==> config.mk <==
export PLATFORM = sky130hd
export DESIGN_NAME = pgwalk_unit
export DESIGN_NICKNAME = d
export VERILOG_FILES = /design/src/rtl/pgw_pkg.sv /design/src/rtl/pgw_desc_dec.sv /design/src/rtl/pgw_perm_chk.sv /design/src/rtl/pgwalk_unit.sv
export SDC_FILE = /design/constraint.sdc
export NUM_CORES = 1
export LEC_CHECK = 0
export BUFFER_PORTS_ARGS = -buffer_cell sky130_fd_sc_hd__buf_2
export CAP_MARGIN = 20
export CORE_ASPECT_RATIO = 1.4
export CORE_MARGIN = 5
export CORE_UTILIZATION = 30
export CTS_CLUSTER_DIAMETER = 50
export DETAILED_ROUTE_END_ITERATION = 16
export SETUP_SLACK_MARGIN = 0.4
export SYNTH_ARGS = -nofsm -noshare
export SYNTH_HDL_FRONTEND = slang
export SYNTH_HIERARCHICAL = 1
export SYNTH_SLANG_ARGS = --single-unit
==> constraint.sdc <==
create_clock -name clk -period 3.8 [get_ports clk]
set_clock_uncertainty 0.1 [all_clocks]
set_input_delay 0.76 -clock clk [delete_from_list [all_inputs] [get_ports clk]]
set_output_delay 0.76 -clock clk [all_outputs]
set_load 0.05 [all_outputs]
==> src/rtl/pgw_pkg.sv <==
package pgw_pkg;
    localparam int PGW_AW      = 32;
    localparam int PGW_CODE_W  = 8;
    localparam int PGW_SUPER_B = 22;   // superpage offset width
    localparam int PGW_PAGE_B  = 12;   // 4 KB offset width
    localparam int PGW_BIT_RD  = 8;
    localparam int PGW_BIT_WR  = 7;
    localparam int PGW_BIT_EX  = 6;
    localparam int PGW_BIT_PR  = 2;

    localparam logic [PGW_CODE_W-1:0] FC_SUPER_ABSENT = 8'h0B;
    localparam logic [PGW_CODE_W-1:0] FC_L2_ABSENT    = 8'h05;
    localparam logic [PGW_CODE_W-1:0] FC_PAGE_ABSENT  = 8'h08;
    localparam logic [PGW_CODE_W-1:0] FC_BAD_TYPE     = 8'h0E;
    localparam logic [PGW_CODE_W-1:0] FC_NO_READ      = 8'h11;
    localparam logic [PGW_CODE_W-1:0] FC_NO_WRITE     = 8'h12;
    localparam logic [PGW_CODE_W-1:0] FC_NO_EXEC      = 8'h13;

    localparam logic [1:0] ACC_WRITE = 2'd1;
    localparam logic [1:0] ACC_EXEC  = 2'd2;

    typedef enum logic [2:0] {
        ST_IDLE,
        ST_L1_REQ,
        ST_L1_WAIT,
        ST_L2_REQ,
        ST_L2_WAIT,
        ST_FINISH
    } pgw_state_e;

    typedef enum logic [1:0] {
        STEP_LEAF,
        STEP_NEXT,
        STEP_FAULT
    } pgw_step_e;
endpackage

==> src/rtl/pgw_desc_dec.sv <==
// Decodes one descriptor word at either table level.
module pgw_desc_dec
    import pgw_pkg::*;
#(
    parameter int AW = PGW_AW,
    parameter int CW = PGW_CODE_W
) (
    input  logic [AW-1:0] desc,
    input  logic          is_l2,
    input  logic [AW-1:0] vaddr,
    output pgw_step_e     step,
    output logic [CW-1:0] code,
    output logic [AW-1:0] paddr,
    output logic          super_pg,
    output logic [2:0]    perm,
    output logic [AW-1:0] next_addr
);
    localparam int IDX_LSB = 2;

    logic       present;
    logic [1:0] kind;
    logic       unused_bits;

    assign present     = desc[PGW_BIT_PR];
    assign kind        = desc[1:0];
    assign unused_bits = ^{desc[PGW_PAGE_B-1:PGW_BIT_RD+1], desc[PGW_BIT_EX-1:PGW_BIT_PR+1]};

    // Second-level word address: pointer frame plus middle index.
    assign next_addr = {desc[AW-1:PGW_PAGE_B], vaddr[PGW_SUPER_B-1:PGW_PAGE_B], {IDX_LSB{1'b0}}};

    always_comb begin
        step     = STEP_FAULT;
        code     = FC_BAD_TYPE;
        paddr    = '0;
        super_pg = 1'b0;
        perm     = {desc[PGW_BIT_RD], desc[PGW_BIT_WR], desc[PGW_BIT_EX]};
        if (is_l2) begin
            if (!present) begin
                code = FC_PAGE_ABSENT;
            end else if (kind == 2'd0) begin
                step  = STEP_LEAF;
                code  = '0;
                paddr = {desc[AW-1:PGW_PAGE_B], vaddr[PGW_PAGE_B-1:0]};
            end
        end else begin
            unique case (kind)
                2'd3: begin
                    if (!present) begin
                        code = FC_SUPER_ABSENT;
                    end else begin
                        step     = STEP_LEAF;
                        code     = '0;
                        super_pg = 1'b1;
                        paddr    = {desc[AW-1:PGW_SUPER_B], vaddr[PGW_SUPER_B-1:0]};
                    end
                end
                2'd0: begin
                    if (!present) begin
                        code = FC_L2_ABSENT;
                    end else begin
                        step = STEP_NEXT;
                        code = '0;
                    end
                end
                default: code = FC_BAD_TYPE;
            endcase
        end
    end
endmodule

==> src/rtl/pgw_perm_chk.sv <==
// User-mode permission check against the leaf grants.
module pgw_perm_chk
    import pgw_pkg::*;
#(
    parameter int CW = PGW_CODE_W
) (
    input  logic [2:0]    perm,
    input  logic [1:0]    acc,
    input  logic          user,
    output logic          deny,
    output logic [CW-1:0] code
);
    logic granted;

    always_comb begin
        if (acc == ACC_EXEC) begin
            granted = perm[0];
            code    = FC_NO_EXEC;
        end else if (acc == ACC_WRITE) begin
            granted = perm[1];
            code    = FC_NO_WRITE;
        end else begin
            granted = perm[2];
            code    = FC_NO_READ;
        end
        deny = user && !granted;
    end
endmodule

==> src/rtl/pgwalk_unit.sv <==
module pgwalk_unit
    import pgw_pkg::*;
#(
    parameter int AW = PGW_AW,
    parameter int CW = PGW_CODE_W
) (
    input  logic          clk,
    input  logic          rst_n,
    input  logic          xlate_on,
    input  logic [AW-1:0] tbl_base,
    input  logic          req_valid,
    input  logic [AW-1:0] req_vaddr,
    input  logic [1:0]    req_acc,
    input  logic          req_user,
    output logic          busy,
    output logic          done,
    output logic          rsp_fault,
    output logic [AW-1:0] rsp_paddr,
    output logic          rsp_super,
    output logic [2:0]    rsp_perm,
    output logic [CW-1:0] fault_status,
    output logic [AW-1:0] fault_addr,
    output logic          itrap,
    output logic          dtrap,
    output logic          mem_req_valid,
    input  logic          mem_req_ready,
    output logic [AW-1:0] mem_req_addr,
    input  logic          mem_rsp_valid,
    input  logic [AW-1:0] mem_rsp_data
);
    localparam int          L1_IDX_W = AW - PGW_SUPER_B;
    localparam logic [AW-1:0] IO_BIT = {1'b1, {(AW-1){1'b0}}};

    pgw_state_e st_q, st_d;

    logic [AW-1:0] va_q;
    logic [1:0]    acc_q;
    logic          user_q;
    logic [AW-1:0] walk_addr_q;
    logic          res_fault_q;
    logic [AW-1:0] res_paddr_q;
    logic          res_super_q;
    logic [2:0]    res_perm_q;
    logic [CW-1:0] fstat_q;
    logic [AW-1:0] faddr_q;

    logic          accept, bypass_in, rsp_in;
    pgw_step_e     dec_step;
    logic [CW-1:0] dec_code, perm_code, walk_code;
    logic [AW-1:0] dec_paddr, dec_next;
    logic          dec_super, perm_deny, walk_fault;
    logic [2:0]    dec_perm;
    logic          unused_base;

    assign unused_base = ^tbl_base[PGW_PAGE_B-1:0];
    assign accept      = (st_q == ST_IDLE) && req_valid;
    assign bypass_in   = !xlate_on || (!req_user && !req_vaddr[AW-1]);
    assign rsp_in      = mem_rsp_valid && ((st_q == ST_L1_WAIT) || (st_q == ST_L2_WAIT));

    pgw_desc_dec #(.AW(AW), .CW(CW)) u_dec (
        .desc      (mem_rsp_data),
        .is_l2     (st_q == ST_L2_WAIT),
        .vaddr     (va_q),
        .step      (dec_step),
        .code      (dec_code),
        .paddr     (dec_paddr),
        .super_pg  (dec_super),
        .perm      (dec_perm),
        .next_addr (dec_next)
    );

    pgw_perm_chk #(.CW(CW)) u_perm (
        .perm (dec_perm),
        .acc  (acc_q),
        .user (user_q),
        .deny (perm_deny),
        .code (perm_code)
    );

    assign walk_fault = (dec_step == STEP_FAULT) || ((dec_step == STEP_LEAF) && perm_deny);
    assign walk_code  = (dec_step == STEP_FAULT) ? dec_code : perm_code;

    // State register
    always_ff @(posedge clk or negedge rst_n) begin
        if (!rst_n) st_q <= ST_IDLE;
        else        st_q <= st_d;
    end

    // Next-state logic
    always_comb begin
        st_d = st_q;
        unique case (st_q)
            ST_IDLE:    if (req_valid)     st_d = bypass_in ? ST_FINISH : ST_L1_REQ;
            ST_L1_REQ:  if (mem_req_ready) st_d = ST_L1_WAIT;
            ST_L1_WAIT: if (mem_rsp_valid) st_d = (dec_step == STEP_NEXT) ? ST_L2_REQ : ST_FINISH;
            ST_L2_REQ:  if (mem_req_ready) st_d = ST_L2_WAIT;
            ST_L2_WAIT: if (mem_rsp_valid) st_d = ST_FINISH;
            ST_FINISH:                     st_d = ST_IDLE;
            default:                       st_d = ST_IDLE;
        endcase
    end

    // Outputs decoded from state
    always_comb begin
        busy          = (st_q != ST_IDLE);
        done          = (st_q == ST_FINISH);
        mem_req_valid = (st_q == ST_L1_REQ) || (st_q == ST_L2_REQ);
        mem_req_addr  = walk_addr_q;
        rsp_fault     = res_fault_q;
        rsp_paddr     = res_paddr_q;
        rsp_super     = res_super_q;
        rsp_perm      = res_perm_q;
        fault_status  = fstat_q;
        fault_addr    = faddr_q;
        itrap         = done && res_fault_q && (acc_q == ACC_EXEC);
        dtrap         = done && res_fault_q && (acc_q != ACC_EXEC);
    end

    // Request capture, walk results and fault registers
    always_ff @(posedge clk or negedge rst_n) begin
        if (!rst_n) begin
            va_q        <= '0;
            acc_q       <= '0;
            user_q      <= 1'b0;
            walk_addr_q <= '0;
            res_fault_q <= 1'b0;
            res_paddr_q <= '0;
            res_super_q <= 1'b0;
            res_perm_q  <= '0;
            fstat_q     <= '0;
            faddr_q     <= '0;
        end else if (accept) begin
            va_q        <= req_vaddr;
            acc_q       <= req_acc;
            user_q      <= req_user;
            walk_addr_q <= {tbl_base[AW-1:PGW_PAGE_B], req_vaddr[AW-1 -: L1_IDX_W], 2'b00};
            res_fault_q <= 1'b0;
            res_super_q <= 1'b0;
            res_perm_q  <= 3'b111;
            res_paddr_q <= xlate_on ? (req_vaddr | IO_BIT) : req_vaddr;
        end else if (rsp_in) begin
            if (dec_step == STEP_NEXT && st_q == ST_L1_WAIT) begin
                walk_addr_q <= dec_next;
            end else if (walk_fault) begin
                res_fault_q <= 1'b1;
                res_paddr_q <= '0;
                res_super_q <= 1'b0;
                res_perm_q  <= '0;
                fstat_q     <= walk_code;
                faddr_q     <= va_q;
            end else begin
                res_fault_q <= 1'b0;
                res_paddr_q <= dec_paddr;
                res_super_q <= dec_super;
                res_perm_q  <= dec_perm;
            end
        end
    end
endmodule

==> out/results.txt, run 1 <==
Minimum clock period after layout: 3.12 ns
Most used flip-flop cell after synthesis: sky130_fd_sc_hd__dfrtp_1
Cell area reported after detailed placement: 8430 sq um
Die height: 196 microns
ANT cells: 0
Crit-path slowest cell: sky130_fd_sc_hd__dfrtp_2
Clock tree from TritonCTS: built
Via count of the first global-routing pass: 5568
Relative slew slack: 50.5%
Max Cap Violations: 0
Total die area: 28100 sq um
Ys async rst share: 100%
Actual transition at the worst max-transition pin: 0.743 ns
Number of cells in the design after placement: 1131
Maximum clock frequency: 0.321 GHz
Std cell rows: 68
Final setup fails: 0
Uppermost layer routed: met5
Area share of the largest cell type after synthesis: 49.5%
Final std cell area, no fill: 9050 sq um
Largest fanout of any net on the critical path: 41
Tightest hold margin: 0.0943 ns
Worst-Skew Late Latency: 0.42 ns
Clock Pin Slew Worst Setup and Hold Paths: 0.07 ns
Slowest cell delay on critical path: 0.50 ns
Total GRT Usage: 15.2%
# port buffers: 200
Max Slew Vio Count: 0
IO Count: 219
Arrival time at the worst endpoint: 3.32 ns
Seq. cell area: 3680 sq um
Non-filler instance count after layout: 1163
Met2 layer wire length in the routed design: 11.1 mm
Die boundary width: 143 microns
Sort of element at the start of the critical path: flip-flop
Routed length on met1: 8.51 mm
Post-synth EDFFs: 0
Clock root buffer: sky130_fd_sc_hd__clkbuf_16
Post-Route Setup TNS: 0 ns
Most used cell, CP: sky130_fd_sc_hd__a21oi_1
Total global routing overflow: 0
Type of the tightest min-delay check: in -> async
CTS Hold Bufs: 0
Fraction of layout cells with a size suffix above 1: 38.7%
Total iterations of the first detailed-routing run: 4
First-pass GRT wire length: 32.3 mm
VDD IR-drop max: 0.439 mV
Combined area of the multi-input logic cells: 3140 sq um
Maximum number of buffers from clock root to sink: 2
Register bit count reported by yosys: 147
Clock Sink Count: 147
Nature of the critical path endpoint: flip-flop
Cell type contributing the most total cell area after synthesis: sky130_fd_sc_hd__dfrtp_1
Initial Util: 30.2%
Path type of the worst setup path: reg -> reg
Synth unique cells: 46
RD Place Congestion: 0.745
Total vias in the final route: 5402
Slack of the worst reg-to-reg path: 0.68 ns
Area grow syn2layout: 21.8%
Inserted Clock Buffers: 17
Unrepaired setup endpoints after global routing: no
Fraction of the yosys area taken by sequential cells: 49.5%
Post-synthesis cell count: 676
Synthesized area per cell: 11.0 sq um
Core Footprint: 24600 sq um
HPWL Detailed: 15.0 mm
Leakage power of the design: 4.52 nW
Filler cells: 2468
Number of antenna violations at the first check in global routing: 2
Maximum number of pins on one net before global-route repair: 76
Critical-path cell list: nor2_1 > nand2_1 > clkinvlp_4 > o21ai_1 > a21oi_1 > nand2b_1 > a21oi_1 > nor4b_4 > buf_12 > mux2_2
Number of hold violations in the final report: 0
H-tree lvl count: 4
Fin crit share: 82.0%
Post-synth design cell area: 7430 sq um
P per Cell Area: 984 nW/um^2
Number of DRC violations after detailed-routing iteration 0: 215
Average detailed-routed wire length per instance: 18.0 microns
Routed met3 length: 921 microns
DRC: 0
Outcome: complete, no violations
Final WL: 20.9 mm
Data required time at the worst endpoint: 4.00 ns
Post-route antenna net violation count: 0
Main area contributors after synthesis: sky130_fd_sc_hd__dfrtp_1 49%, sky130_fd_sc_hd__mux2_2 7.1%, sky130_fd_sc_hd__nand2_1 7.0%, sky130_fd_sc_hd__mux2_1 5.0%, sky130_fd_sc_hd__buf_4 4.9%
Vias per std cell: 4.64
Setup WS pre-CTS: 0.542 ns
Final worst-path setup slack: 0.685 ns
Nets: 947
Synth warnings: 6
## power by group
part / leakage (nW) / internal (mW) / switching, mW
Combinational: 2.36 / 1.28 / 3.13
Sequential: 1.86 / 2.25 / 0.464
Clock: 0.295 / 1.10 / 0.682
## logic make-up after synthesis
family | count (synthesis) | share of synthesized area (%)
buffers and inverters | 99 | 9.01
DFF | 147 | 49.5
adders and majority gates | 7 | 1.18
muxes | 114 | 16.8
other | 3 | 0.151
and+or+nand+nor | 206 | 14.0
AOI/OAI and AO/OA | 100 | 9.46
## flip-flops by register name (all words and copies together) (netlist names)
name and cells:
acc_q 2, fault_addr 32, fault_status 8, mem_req_addr 32
rsp_fault 1, rsp_paddr 32, rsp_perm 3, rsp_super 1
st_q 3, user_q 1, va_q 32
## critical path, delay by kind of cell, from the launching register on
family | cells | cell delay [ns]
AOI/OAI and AO/OA | 3 | 0.47
buffers and inverters | 2 | 0.54
DFF | 1 | 0.50
muxes | 1 | 0.37
and+or+nand+nor | 4 | 0.98
## path summary, 6_finish.rpt
| check | from | end | depth (start not counted) |
|---|---|---|---|
| worst max register to register | st_q[1] | fault_addr[16] | 10 |
| worst min-delay path | rst_n | mem_req_addr[31] | 1 |
| worst max-delay path | st_q[1] | fault_addr[16] | 10 |
| min in group clk | va_q[26] | va_q[26] | 2 |
| worst min register to register | va_q[26] | va_q[26] | 2 |
| max in group asynchronous | rst_n | mem_req_addr[5] | 2 |
## cells in the mapped netlist, types with 2 or more instances
library cell                 n
sky130_fd_sc_hd__conb_1      3
sky130_fd_sc_hd__o21ai_0    11
sky130_fd_sc_hd__mux2i_1    33
sky130_fd_sc_hd__a21o_1      2
sky130_fd_sc_hd__nand3b_1    3
sky130_fd_sc_hd__and2_4     21
sky130_fd_sc_hd__nand2b_1    3
sky130_fd_sc_hd__mux2_1     33
sky130_fd_sc_hd__nor4_1      2
sky130_fd_sc_hd__mux2_2     47
sky130_fd_sc_hd__inv_1      13
sky130_fd_sc_hd__a22o_1     31
sky130_fd_sc_hd__and2_1      2
sky130_fd_sc_hd__dfrtp_1   147
sky130_fd_sc_hd__and3b_1     2
sky130_fd_sc_hd__nor2b_1    16
sky130_fd_sc_hd__nand2_1   138
sky130_fd_sc_hd__buf_4      49
sky130_fd_sc_hd__buf_6      13
sky130_fd_sc_hd__nor3b_1     4
sky130_fd_sc_hd__a21oi_1     5
sky130_fd_sc_hd__o21ai_1    29
sky130_fd_sc_hd__nor2_1      7
sky130_fd_sc_hd__ha_1        7
sky130_fd_sc_hd__buf_2      13
sky130_fd_sc_hd__a22oi_1    13
sky130_fd_sc_hd__clkbuf_1   10
## cells in the final DEF, fill, tap and decap left out, types with 4 or more instances in the layout
master / instances
sky130_fd_sc_hd__conb_1: 12
sky130_fd_sc_hd__buf_4: 14
sky130_fd_sc_hd__inv_1: 12
sky130_fd_sc_hd__o21ai_0: 11
sky130_fd_sc_hd__mux2i_1: 33
sky130_fd_sc_hd__mux2_2: 47
sky130_fd_sc_hd__a22oi_1: 13
sky130_fd_sc_hd__mux2_1: 33
sky130_fd_sc_hd__clkbuf_16: 17
sky130_fd_sc_hd__o21ai_1: 29
sky130_fd_sc_hd__nor2b_1: 15
sky130_fd_sc_hd__dfrtp_1: 146
sky130_fd_sc_hd__a21oi_1: 5
sky130_fd_sc_hd__buf_2: 199
sky130_fd_sc_hd__ha_1: 7
sky130_fd_sc_hd__and2_4: 21
sky130_fd_sc_hd__nand2_1: 138
sky130_fd_sc_hd__bufinv_16: 4
sky130_fd_sc_hd__a22o_1: 31
sky130_fd_sc_hd__nor2_1: 7
## layer usage
layer	global-route usage (%)	vias up
met2	27.4	130
met5	0	-
met1	17.6	2683
met4	4.65	2
li1	-	2567
met3	3.51	20
## through the flow
step / power (mW) / utilization, %
floorplan: 6.11 / -
global placement: 7.13 / 34.3
detailed placement: 7.22 / 34.3
CTS: 9.04 / 36.8
global route: 9.42 / 36.8
finish: 8.91 / 36.8
## layout make-up
type / count / share of cell area (%)
timing repair buffer: 217 / 13.0
inverter: 13 / 0.581
sequential: 147 / 40.6
clock buffer: 20 / 4.82
multi-input combinational: 439 / 34.7
clock inverter: 12 / 1.95
tap: 315 / 4.35
## repair_timing
item                       in CTS  in global routing
resized for setup               0                  2
setup endpoints to repair       0                 40
setup buffers                   0                  0
Power figures use the tool's default switching activity.
==> run 2, diff against run 1 <==
clock period = 2.62 ns   (was 3.8 ns; I/O delays follow)
==> run 2 against run 1 <==
- maximum frequency increased by 29%
- worst setup slack got worse by 0.48 ns
- non-clock buffer count increased by 45
- global-route usage increased by 1.3 points
- sequential cell count unchanged
- first-iteration DRC count decreased by 2.3%
- sequential share of layout area decreased by 3.9 points
- final area increased by 11%
- clock-buffer cell count decreased by 3
- sequential power increased by 45%
- utilization increased by 3.9 points
- critical endpoint is now fault_addr[15]
- highest routed layer unchanged
==> out/results.txt, run 2 (synthesis results as in run 1) <==
Nature of the critical path endpoint: flip-flop (unchanged)
Tightest hold margin: 0.197 ns (was 0.0943 ns)
Slack of the worst reg-to-reg path: 0.20 ns (was 0.68 ns)
Post-Route Setup TNS: 0 ns (unchanged)
Worst R2R Start: acc_q[0] (was st_q[1])
Final std cell area, no fill: 10000 sq um (was 9050 sq um)
Final setup fails: 0 (unchanged)
Vias per std cell: 4.70 (was 4.64)
Outcome: complete, no violations (unchanged)
Nets: 993 (was 947)
Max Cap Violations: 0 (unchanged)
Unrepaired setup endpoints after global routing: yes (was no)
Sort of element at the start of the critical path: flip-flop (unchanged)
Type of the tightest min-delay check: in -> reg (was in -> async)
RD Place Congestion: 0.799 (was 0.745)
P per Cell Area: 1420 nW/um^2 (was 984 nW/um^2)
VDD IR-drop max: 0.652 mV (was 0.439 mV)
Clock tree from TritonCTS: built (unchanged)
Relative slew slack: 62.4% (was 50.5%)
Depth of the most critical reg-to-reg path: 9 (was 10)
Total die area: 28100 sq um (unchanged)
Total vias in the final route: 5685 (was 5402)
Die height: 196 microns (unchanged)
Std cell rows: 68 (unchanged)
HPWL Detailed: 15.2 mm (was 15.0 mm)
Endpoint of the worst setup timing path: fault_addr[15] (was fault_addr[16])
Core Footprint: 24600 sq um (unchanged)
Total GRT Usage: 16.5% (was 15.2%)
Number of antenna violations at the first check in global routing: 2 (unchanged)
Number of DRC violations after detailed-routing iteration 0: 210 (was 215)
Crit path from: acc_q[0] (was st_q[1])
Maximum number of buffers from clock root to sink: 2 (unchanged)
Total global routing overflow: 0 (unchanged)
First-pass GRT wire length: 35.1 mm (was 32.3 mm)
Clock Pin Slew Worst Setup and Hold Paths: 0.07 ns (about the same)
Clock Sink Count: 147 (unchanged)
Clock root buffer: sky130_fd_sc_hd__clkbuf_16 (unchanged)
Leading cell type in the layout, fill and taps excluded: sky130_fd_sc_hd__buf_2 (unchanged)
Average detailed-routed wire length per instance: 19.7 microns (was 18.0 microns)
Max Slew Vio Count: 0 (unchanged)
Fraction of layout cells with a size suffix above 1: 46.4% (was 38.7%)
Total iterations of the first detailed-routing run: 4 (unchanged)
Number of cells in the design after placement: 1144 (was 1131)
Number of hold violations in the final report: 0 (unchanged)
Worst-Skew Late Latency: 0.43 ns (was 0.42 ns)
Leakage power of the design: 5.00 nW (was 4.52 nW)
# port buffers: 200 (unchanged)
Via count of the first global-routing pass: 5983 (was 5568)
Fin crit share: 92.2% (was 82.0%)
DRC: 0 (unchanged)
Data required time at the worst endpoint: 2.83 ns (was 4.00 ns)
Path type of the worst setup path: reg -> reg (unchanged)
Maximum clock frequency: 0.414 GHz (was 0.321 GHz)
Final Core Density: 40.8% (was 36.8%)
Most used cells in the layout excluding fill and tap cells: 195 x sky130_fd_sc_hd__buf_2, 146 x sky130_fd_sc_hd__dfrtp_1, 137 x sky130_fd_sc_hd__nand2_1 (was 199 x sky130_fd_sc_hd__buf_2, 146 x sky130_fd_sc_hd__dfrtp_1, 138 x sky130_fd_sc_hd__nand2_1)
Cell area reported after detailed placement: 8640 sq um (was 8430 sq um)
Non-filler instance count after layout: 1209 (was 1163)
Largest fanout of any net on the critical path: 7 (was 41)
ANT cells: 0 (unchanged)
H-tree lvl count: 4 (unchanged)
Initial Util: 30.2% (unchanged)
Inserted Clock Buffers: 17 (unchanged)
Actual transition at the worst max-transition pin: 0.564 ns (was 0.743 ns)
Worst R2R End: fault_addr[15] (was fault_addr[16])
Final WL: 23.8 mm (was 20.9 mm)
Area grow syn2layout: 34.8% (was 21.8%)
Maximum number of pins on one net before global-route repair: 105 (was 76)
Arrival time at the worst endpoint: 2.62 ns (was 3.32 ns)
Minimum clock period after layout: 2.42 ns (was 3.12 ns)
Post-route antenna net violation count: 0 (unchanged)
Die boundary width: 143 microns (unchanged)
IO Count: 219 (unchanged)
## run 2: what timing repair did
| action | 4_1_cts | 5_1_grt |
|---|---|---|
| endpoints found under the setup margin | 84 | 113 |
| setup buffers | 15 | 6 |
| pin swaps | 10 | 5 |
| endpoints found under the hold margin | 52 | 0 |
| hold buffers | 1 | 0 |
| resized for setup | 67 | 23 |
| gates cloned | 6 | 5 |
## run 2: worst min path at each step
stage          cells past startpoint          endpoint          from  slack (ns)
2_1_floorplan                      0          acc_q[0]         rst_n        0.13
3_3_place_gp                       2          va_q[24]      va_q[24]        0.35
3_5_place_dp                       2          va_q[24]      va_q[24]        0.36
4_1_cts                            3           va_q[1]  req_vaddr[1]        0.17
5_1_grt                            3  mem_req_addr[25]  tbl_base[25]        0.18
6_report                           3          acc_q[0]    req_acc[0]        0.20
## run 2: where the power goes
part / switching [mW] / total, mW / internal [mW]
logic: 4.93 / 7.64 / 2.71
registers: 0.684 / 3.95 / 3.27
clock network: 1.07 / 2.60 / 1.53
total: 6.69 / 14.2 / 7.51
## run 2: critical path, cell delays in order, from the launching register on
cell,delay [ns]
sky130_fd_sc_hd__dfrtp_1,0.44
sky130_fd_sc_hd__ha_4,0.18
sky130_fd_sc_hd__mux2_4,0.30
sky130_fd_sc_hd__o21ai_4,0.17
sky130_fd_sc_hd__o21bai_4,0.11
sky130_fd_sc_hd__nor4b_4,0.22
sky130_fd_sc_hd__buf_6,0.15
sky130_fd_sc_hd__buf_12,0.14
sky130_fd_sc_hd__buf_12,0.15
sky130_fd_sc_hd__mux2_4,0.31
## run 2: cell type report
class | instances | area (sq um)
Sequential cell | 147 | 3680
Fill cell | 2357 | 14600
Clock buffer | 17 | 425
Inverter | 13 | 51.3
Timing Repair Buffer | 262 | 1820
Multi-Input combinational cell | 440 | 3450
Clock inverter | 15 | 195
Tap cell | 315 | 394
## run 2: per-layer routing
metal / track usage (%) / part of all wire [%]
met2: 29.3 / 54
met3: 3.76 / 4.3
met5: 0 / 0.10
met4: 5.81 / 1.9
met1: 19.3 / 40
## run 2: metrics by stage
stage	setup WS (ns)	power, mW
2_1_floorplan	0.00876	8.94
3_3_place_gp	-0.200	10.6
3_5_place_dp	-0.216	10.7
4_1_cts	0.231	14.1
5_1_grt	0.126	15.0
6_report	0.204	14.2
